File: config.mk
export PLATFORM = sky130hd
export DESIGN_NAME = dma_perf_mon
export DESIGN_NICKNAME = d
export VERILOG_FILES = /design/src/rtl/perf_mon_pkg.sv /design/src/rtl/perf_ctrl_regs.sv /design/src/rtl/perf_evt_sel.sv /design/src/rtl/perf_cnt_unit.sv /design/src/rtl/dma_perf_mon.sv
export SDC_FILE = /design/constraint.sdc
export NUM_CORES = 1
export LEC_CHECK = 0
export BUFFER_PORTS_ARGS = -buffer_cell sky130_fd_sc_hd__buf_2
export CAP_MARGIN = 10
export CORE_MARGIN = 5
export CORE_UTILIZATION = 61
export DETAILED_ROUTE_END_ITERATION = 10
export GPL_ROUTABILITY_DRIVEN = 1
export GPL_TIMING_DRIVEN = 0
export PLACE_DENSITY_LB_ADDON = 0.05
export SYNTH_ARGS = -nofsm -noshare
export SYNTH_HDL_FRONTEND = slang
export SYNTH_SLANG_ARGS = --single-unit
File: constraint.sdc
create_clock -name clk_i -period 4.7 [get_ports clk_i]
set_clock_uncertainty 0.05 [all_clocks]
set_input_delay 1.175 -clock clk_i [delete_from_list [all_inputs] [get_ports clk_i]]
set_output_delay 1.175 -clock clk_i [all_outputs]
set_load 0.1 [all_outputs]
File: src/rtl/perf_mon_pkg.sv
package perf_mon_pkg;
  localparam int NUM_CNT = 2;
  localparam int SEL_W   = 6;
  localparam logic [11:0] CTRL_OFS = 12'h800;
  localparam logic [11:0] CNT_OFS  = 12'h804;
  localparam int CNT_STRIDE = 8;
  localparam logic [31:0] CTRL_USED_MASK = 32'h3F3F_0033;

  typedef struct packed {
    logic [SEL_W-1:0] sel;
    logic             frz_mode;
    logic             en;
  } cnt_cfg_t;

  function automatic int sel_lsb(int k);
    return 16 + 8 * k;
  endfunction
  function automatic int clr_bit(int k);
    return 8 + k;
  endfunction
  function automatic int frz_bit(int k);
    return 4 + k;
  endfunction
endpackage

File: src/rtl/perf_ctrl_regs.sv
module perf_ctrl_regs
  import perf_mon_pkg::*;
(
  input  logic                      clk_i,
  input  logic                      rst_ni,
  input  logic                      we_i,
  input  logic [31:0]               wdata_i,
  output cnt_cfg_t [NUM_CNT-1:0]    cfg_o,
  output logic [NUM_CNT-1:0]        clr_o,
  output logic [31:0]               rdata_o
);
  cnt_cfg_t [NUM_CNT-1:0] cfg_q;

  for (genvar k = 0; k < NUM_CNT; k++) begin : g_cfg
    localparam int SL = sel_lsb(k);
    localparam int CB = clr_bit(k);
    localparam int FB = frz_bit(k);

    always_ff @(posedge clk_i or negedge rst_ni) begin
      if (!rst_ni) begin
        cfg_q[k] <= '0;
      end else if (we_i) begin
        cfg_q[k].sel      <= wdata_i[SL +: SEL_W];
        cfg_q[k].frz_mode <= wdata_i[FB];
        cfg_q[k].en       <= wdata_i[k];
      end
    end

    // write-one strobe, never stored
    assign clr_o[k] = we_i & wdata_i[CB];
  end

  always_comb begin
    rdata_o = '0;
    for (int k = 0; k < NUM_CNT; k++) begin
      rdata_o[sel_lsb(k) +: SEL_W] = cfg_q[k].sel;
      rdata_o[frz_bit(k)]          = cfg_q[k].frz_mode;
      rdata_o[k]                   = cfg_q[k].en;
    end
  end

  assign cfg_o = cfg_q;
endmodule

File: src/rtl/perf_evt_sel.sv
module perf_evt_sel
  import perf_mon_pkg::*;
#(
  parameter int NUM_CH = 16
) (
  input  logic [SEL_W-1:0]  sel_i,
  input  logic [NUM_CH-1:0] beat_i,
  input  logic [NUM_CH-1:0] req_i,
  output logic              data_ev_o,
  output logic              stall_ev_o
);
  logic [NUM_CH-1:0] hit;

  // out-of-range select matches no channel
  always_comb begin
    for (int c = 0; c < NUM_CH; c++) begin
      hit[c] = (sel_i == SEL_W'(c));
    end
  end

  assign data_ev_o  = |(hit & beat_i);
  assign stall_ev_o = |(hit & req_i & ~beat_i);
endmodule

File: src/rtl/perf_cnt_unit.sv
module perf_cnt_unit #(
  parameter int CNT_W = 32
) (
  input  logic             clk_i,
  input  logic             rst_ni,
  input  logic             en_i,
  input  logic             frz_mode_i,
  input  logic             clr_i,
  input  logic             data_ev_i,
  input  logic             stall_ev_i,
  output logic [CNT_W-1:0] data_o,
  output logic [CNT_W-1:0] stall_o,
  output logic             frozen_o
);
  localparam logic [CNT_W-1:0] CNT_MAX = '1;

  logic [CNT_W-1:0] data_q, stall_q;
  logic             frozen_q;
  logic             ovf;

  assign ovf = (data_ev_i & (data_q == CNT_MAX)) | (stall_ev_i & (stall_q == CNT_MAX));

  always_ff @(posedge clk_i or negedge rst_ni) begin
    if (!rst_ni) begin
      data_q   <= '0;
      stall_q  <= '0;
      frozen_q <= 1'b0;
    end else if (clr_i) begin
      data_q   <= '0;
      stall_q  <= '0;
      frozen_q <= 1'b0;
    end else if (en_i && !frozen_q) begin
      if (ovf) begin
        if (frz_mode_i) begin
          frozen_q <= 1'b1;
        end else begin
          data_q  <= '0;
          stall_q <= '0;
        end
      end else begin
        data_q  <= data_q + CNT_W'(data_ev_i);
        stall_q <= stall_q + CNT_W'(stall_ev_i);
      end
    end
  end

  assign data_o   = data_q;
  assign stall_o  = stall_q;
  assign frozen_o = frozen_q;
endmodule

File: src/rtl/dma_perf_mon.sv
module dma_perf_mon
  import perf_mon_pkg::*;
#(
  parameter int NUM_CH = 16,
  parameter int CNT_W  = 32,
  parameter int ADDR_W = 12
) (
  input  logic              clk_i,
  input  logic              rst_ni,
  input  logic              reg_we_i,
  input  logic [ADDR_W-1:0] reg_addr_i,
  input  logic [31:0]       reg_wdata_i,
  output logic [31:0]       reg_rdata_o,
  input  logic [NUM_CH-1:0] ch_beat_i,
  input  logic [NUM_CH-1:0] ch_req_i
);
  cnt_cfg_t [NUM_CNT-1:0]              cfg;
  logic [NUM_CNT-1:0]                  cnt_clr, cnt_en, cnt_frz_mode, cnt_frozen;
  logic [NUM_CNT-1:0][CNT_W-1:0]       cnt_data, cnt_stall;
  logic [31:0]                         ctrl_rdata;
  logic                                ctrl_we;

  assign ctrl_we = reg_we_i && (reg_addr_i == ADDR_W'(CTRL_OFS));

  perf_ctrl_regs u_ctrl (
    .clk_i   (clk_i),
    .rst_ni  (rst_ni),
    .we_i    (ctrl_we),
    .wdata_i (reg_wdata_i),
    .cfg_o   (cfg),
    .clr_o   (cnt_clr),
    .rdata_o (ctrl_rdata)
  );

  for (genvar k = 0; k < NUM_CNT; k++) begin : g_cnt
    logic data_ev, stall_ev;

    assign cnt_en[k]       = cfg[k].en;
    assign cnt_frz_mode[k] = cfg[k].frz_mode;

    perf_evt_sel #(.NUM_CH(NUM_CH)) u_sel (
      .sel_i      (cfg[k].sel),
      .beat_i     (ch_beat_i),
      .req_i      (ch_req_i),
      .data_ev_o  (data_ev),
      .stall_ev_o (stall_ev)
    );

    perf_cnt_unit #(.CNT_W(CNT_W)) u_unit (
      .clk_i      (clk_i),
      .rst_ni     (rst_ni),
      .en_i       (cnt_en[k]),
      .frz_mode_i (cnt_frz_mode[k]),
      .clr_i      (cnt_clr[k]),
      .data_ev_i  (data_ev),
      .stall_ev_i (stall_ev),
      .data_o     (cnt_data[k]),
      .stall_o    (cnt_stall[k]),
      .frozen_o   (cnt_frozen[k])
    );
  end

  always_comb begin
    reg_rdata_o = '0;
    if (reg_addr_i == ADDR_W'(CTRL_OFS)) reg_rdata_o = ctrl_rdata;
    for (int k = 0; k < NUM_CNT; k++) begin
      if (reg_addr_i == ADDR_W'(CNT_OFS) + ADDR_W'(CNT_STRIDE * k))
        reg_rdata_o = 32'(cnt_data[k]);
      if (reg_addr_i == ADDR_W'(CNT_OFS) + ADDR_W'(CNT_STRIDE * k + 4))
        reg_rdata_o = 32'(cnt_stall[k]);
    end
  end
endmodule

==> impl_metrics.toml <==
[outcome]
status = "finished with violations"
violations = "setup timing"

[floorplan]
die_h_um = 143
fp.dieArea_sq_um = 20500
rows = 48
start_util_pct = 62.3
ioPinCount = 111
core_area_sq_um = 17400
dieWidth_um = 143

[place]
placed_area_sq_um = 11800
gp_congestion = 1.00
io_buffer_count = 96
dp_cells = 1560
dp_hpwl_um = 28200

[route]
drc = 0
vias = 11600
wire_per_inst_um = 24.2
viasPerCell = 7.26
firstDrtPassIters = 6
drt_wl_total_um = 38500
drt-initial-drc-count = 1726
ant_nets = 0

[synth]
yosysWarnings = 0
synth_nets = 1325
ys_types = 78
synth_top_cells_by_count = "dfrtp_1 (146), nand3_1 (121), a21o_1 (94), nand2_1 (83), a21oi_1 (71)"
synth-edff-count = 0
yosysMostFrequentCell = "dfrtp_1"
synth_cells = 1238
yosysTopAreaCell = "dfrtp_1"
yosys.area.top_type_share_pct = 33.8
synth-seq-area-share_pct = 33.8
syn-cell-area_sq_um = 10800
synth_ff_type = "dfrtp_1"
ys_seq_elements = 146
synthArstFlopShare_pct = 100
yosys-top-cells-area = "dfrtp_1 (34%), a21o_1 (6.5%), nand3_1 (5.6%), mux4_2 (3.7%), a211o_1 (3.3%)"
syn_area_per_cell_sq_um = 8.74

[clock_tree]
clk_pin_slew_ns = 0.06
clock_latency_ns = 0.44
clockBufferDepth = 2
cts_tree = "built"
htreeDepth = 4
cts_buffers = 17
cts.sinks = 146
cts_hold_buf = 0
root_buffer = "clkbuf_16"

[finish]
fin_nets = 1443
seq_area_sq_um = 3650
fill_cells = 1343
drive_gt1_share_pct = 20.2
utilization_pct = 73.1
multiInputGateArea_sq_um = 6810
area_growth_pct = 17.2
fin_area_sq_um = 12700
layoutNonFillerInstCount = 1593
antenna_cells = 0

[setup_path]
arrival_ns = 3.53
worst_ep_required_time_ns = 3.47
cp_max_fo = 10
start_kind = "input pin"
worstSetupEndpointType = "output port"
path_class = "in2out"

[sta]
hold_viol_final = 0
worst_slack_ns = -0.0573
rsz0062_at_grt = "true"
tightest_slew_ns = 0.917
setup_violations = 2
slew_viol_final = 0
fmaxAchievable_mhz = 210
fin_crit_sh_pct = 101
slew_headroom_pct = 38.3
period_minus_slack_ns = 4.76

[global_routing]
grt_overflow = 0
grt_pass1_vias = 10500
grt_antenna_before_repair = 0
grt_first_pass_wirelength_um = 59500
grt_use_total_pct = 37.6
grt_max_degree = 93

[power]
ir_worst_vdd_mv = 0.255
p_leak_nw = 5.59
powerDensity_nw_per_um2 = 223

[job]
cap_violations = 0

[min_path]
min_path_type = "reg2reg"
power by group:
group | switching (mW) | internal [mW] | leakage, nW
logic | 0.0854 | 0.0556 | 3.32
registers | 0.00347 | 1.26 | 1.98
clock network | 0.554 | 0.873 | 0.292
cell families (layout without fill, tap and decap cells):
group	Yosys count	in the layout	synth area share (%)
adders and majority gates	8	8	0.925
DFF	146	146	33.8
buffers and inverters	131	261	5.51
AOI/OAI and AO/OA	338	338	23.0
muxes	51	51	6.96
and+or+nand+nor	564	564	29.8
layout by cell type, fill, tap and decap left out, types with 31 or more instances in the layout:
| cell | netlist | routed |
|---|---|---|
| a211o_1 | 41 | 41 |
| a211oi_1 | 31 | 31 |
| a21o_1 | 94 | 94 |
| a21oi_1 | 71 | 55 |
| buf_2 | 20 | 85 |
| clkbuf_1 | 66 | 54 |
| dfrtp_1 | 146 | 146 |
| nand2_1 | 83 | 83 |
| nand3_1 | 121 | 121 |
| nand4_1 | 42 | 42 |
| nor2_1 | 57 | 52 |
| nor4_1 | 44 | 43 |
| or4_1 | 42 | 42 |
worst max-delay path: stages:
cell and delay [ns]:
buf_2 0.10, or4b_4 0.58, nor3_2 0.26, nand3_1 0.31, clkbuf_1 0.41, nor2_1 0.44, a21oi_4 0.04, buf_6 0.20
through the flow:
step | power, mW | TNS, ns | hold slack, ns | setup WS (ns)
2_1_floorplan | 1.34 | -0.741 | 0.426 | -0.266
3_3_place_gp | 1.42 | -14.33 | 0.439 | -0.609
3_5_place_dp | 1.42 | -16.53 | 0.469 | -0.695
4_1_cts | 2.82 | 0 | 0.482 | 0.0158
5_1_grt | 2.90 | -0.0364 | 0.504 | -0.0321
6_report | 2.83 | -0.0580 | 0.477 | -0.0573
metal layers:
| layer | up-vias | share of wire, % | global-route usage [%] |
|---|---|---|---|
| li1 | 5058 | - | - |
| met5 | - | 0 | 0 |
| met3 | 124 | 13 | 9.68 |
| met4 | 0 | 3.9 | 13.1 |
| met1 | 5504 | 40 | 53.3 |
| met2 | 887 | 44 | 56.1 |
worst paths after layout:
check	start	to	slack [ns]	depth (start not counted)
max	reg_addr_i[9]	reg_rdata_o[10]	-0.06	8
min	g_cnt[1].u_unit.data_o[15]$_DFFE_PN0P_	g_cnt[1].u_unit.data_o[15]$_DFFE_PN0P_	0.48	1
max reg2reg	u_ctrl.cfg_o[2]$_DFFE_PN0P_	g_cnt[0].u_unit.stall_o[30]$_DFFE_PN0P_	0.26	13
min reg2reg	g_cnt[1].u_unit.data_o[15]$_DFFE_PN0P_	g_cnt[1].u_unit.data_o[15]$_DFFE_PN0P_	0.48	1
max in group asynchronous	rst_ni	g_cnt[0].u_unit.data_o[12]$_DFFE_PN0P_	3.02	2
min in group asynchronous	rst_ni	u_ctrl.cfg_o[13]$_DFFE_PN0P_	0.63	1
repair_timing:
action,CTS,global route
gates resized for setup,56,29
hold endpoints to repair,0,0
pin swaps,1,2
cloned,0,0
buffers inserted,5,1
endpoints found under the setup margin,33,26
registers in the layout, indices dropped and copies added (netlist names):
signal,cells
g_cnt.u_unit.data_o,64
g_cnt.u_unit.frozen_o,2
g_cnt.u_unit.stall_o,64
u_ctrl.cfg_o,16
final cells by class:
cell class / count / share of cell area [%]
Inverter: 27 / 0.799
Timing Repair Buffer: 103 / 5.71
Sequential cell: 146 / 28.8
Buffer: 100 / 3.99
Clock buffer: 22 / 3.74
Clock inverter: 9 / 1.02
Multi-Input combinational cell: 961 / 53.7
Tap cell: 225 / 2.22
No activity file was read; power rests on OpenSTA's default activity.
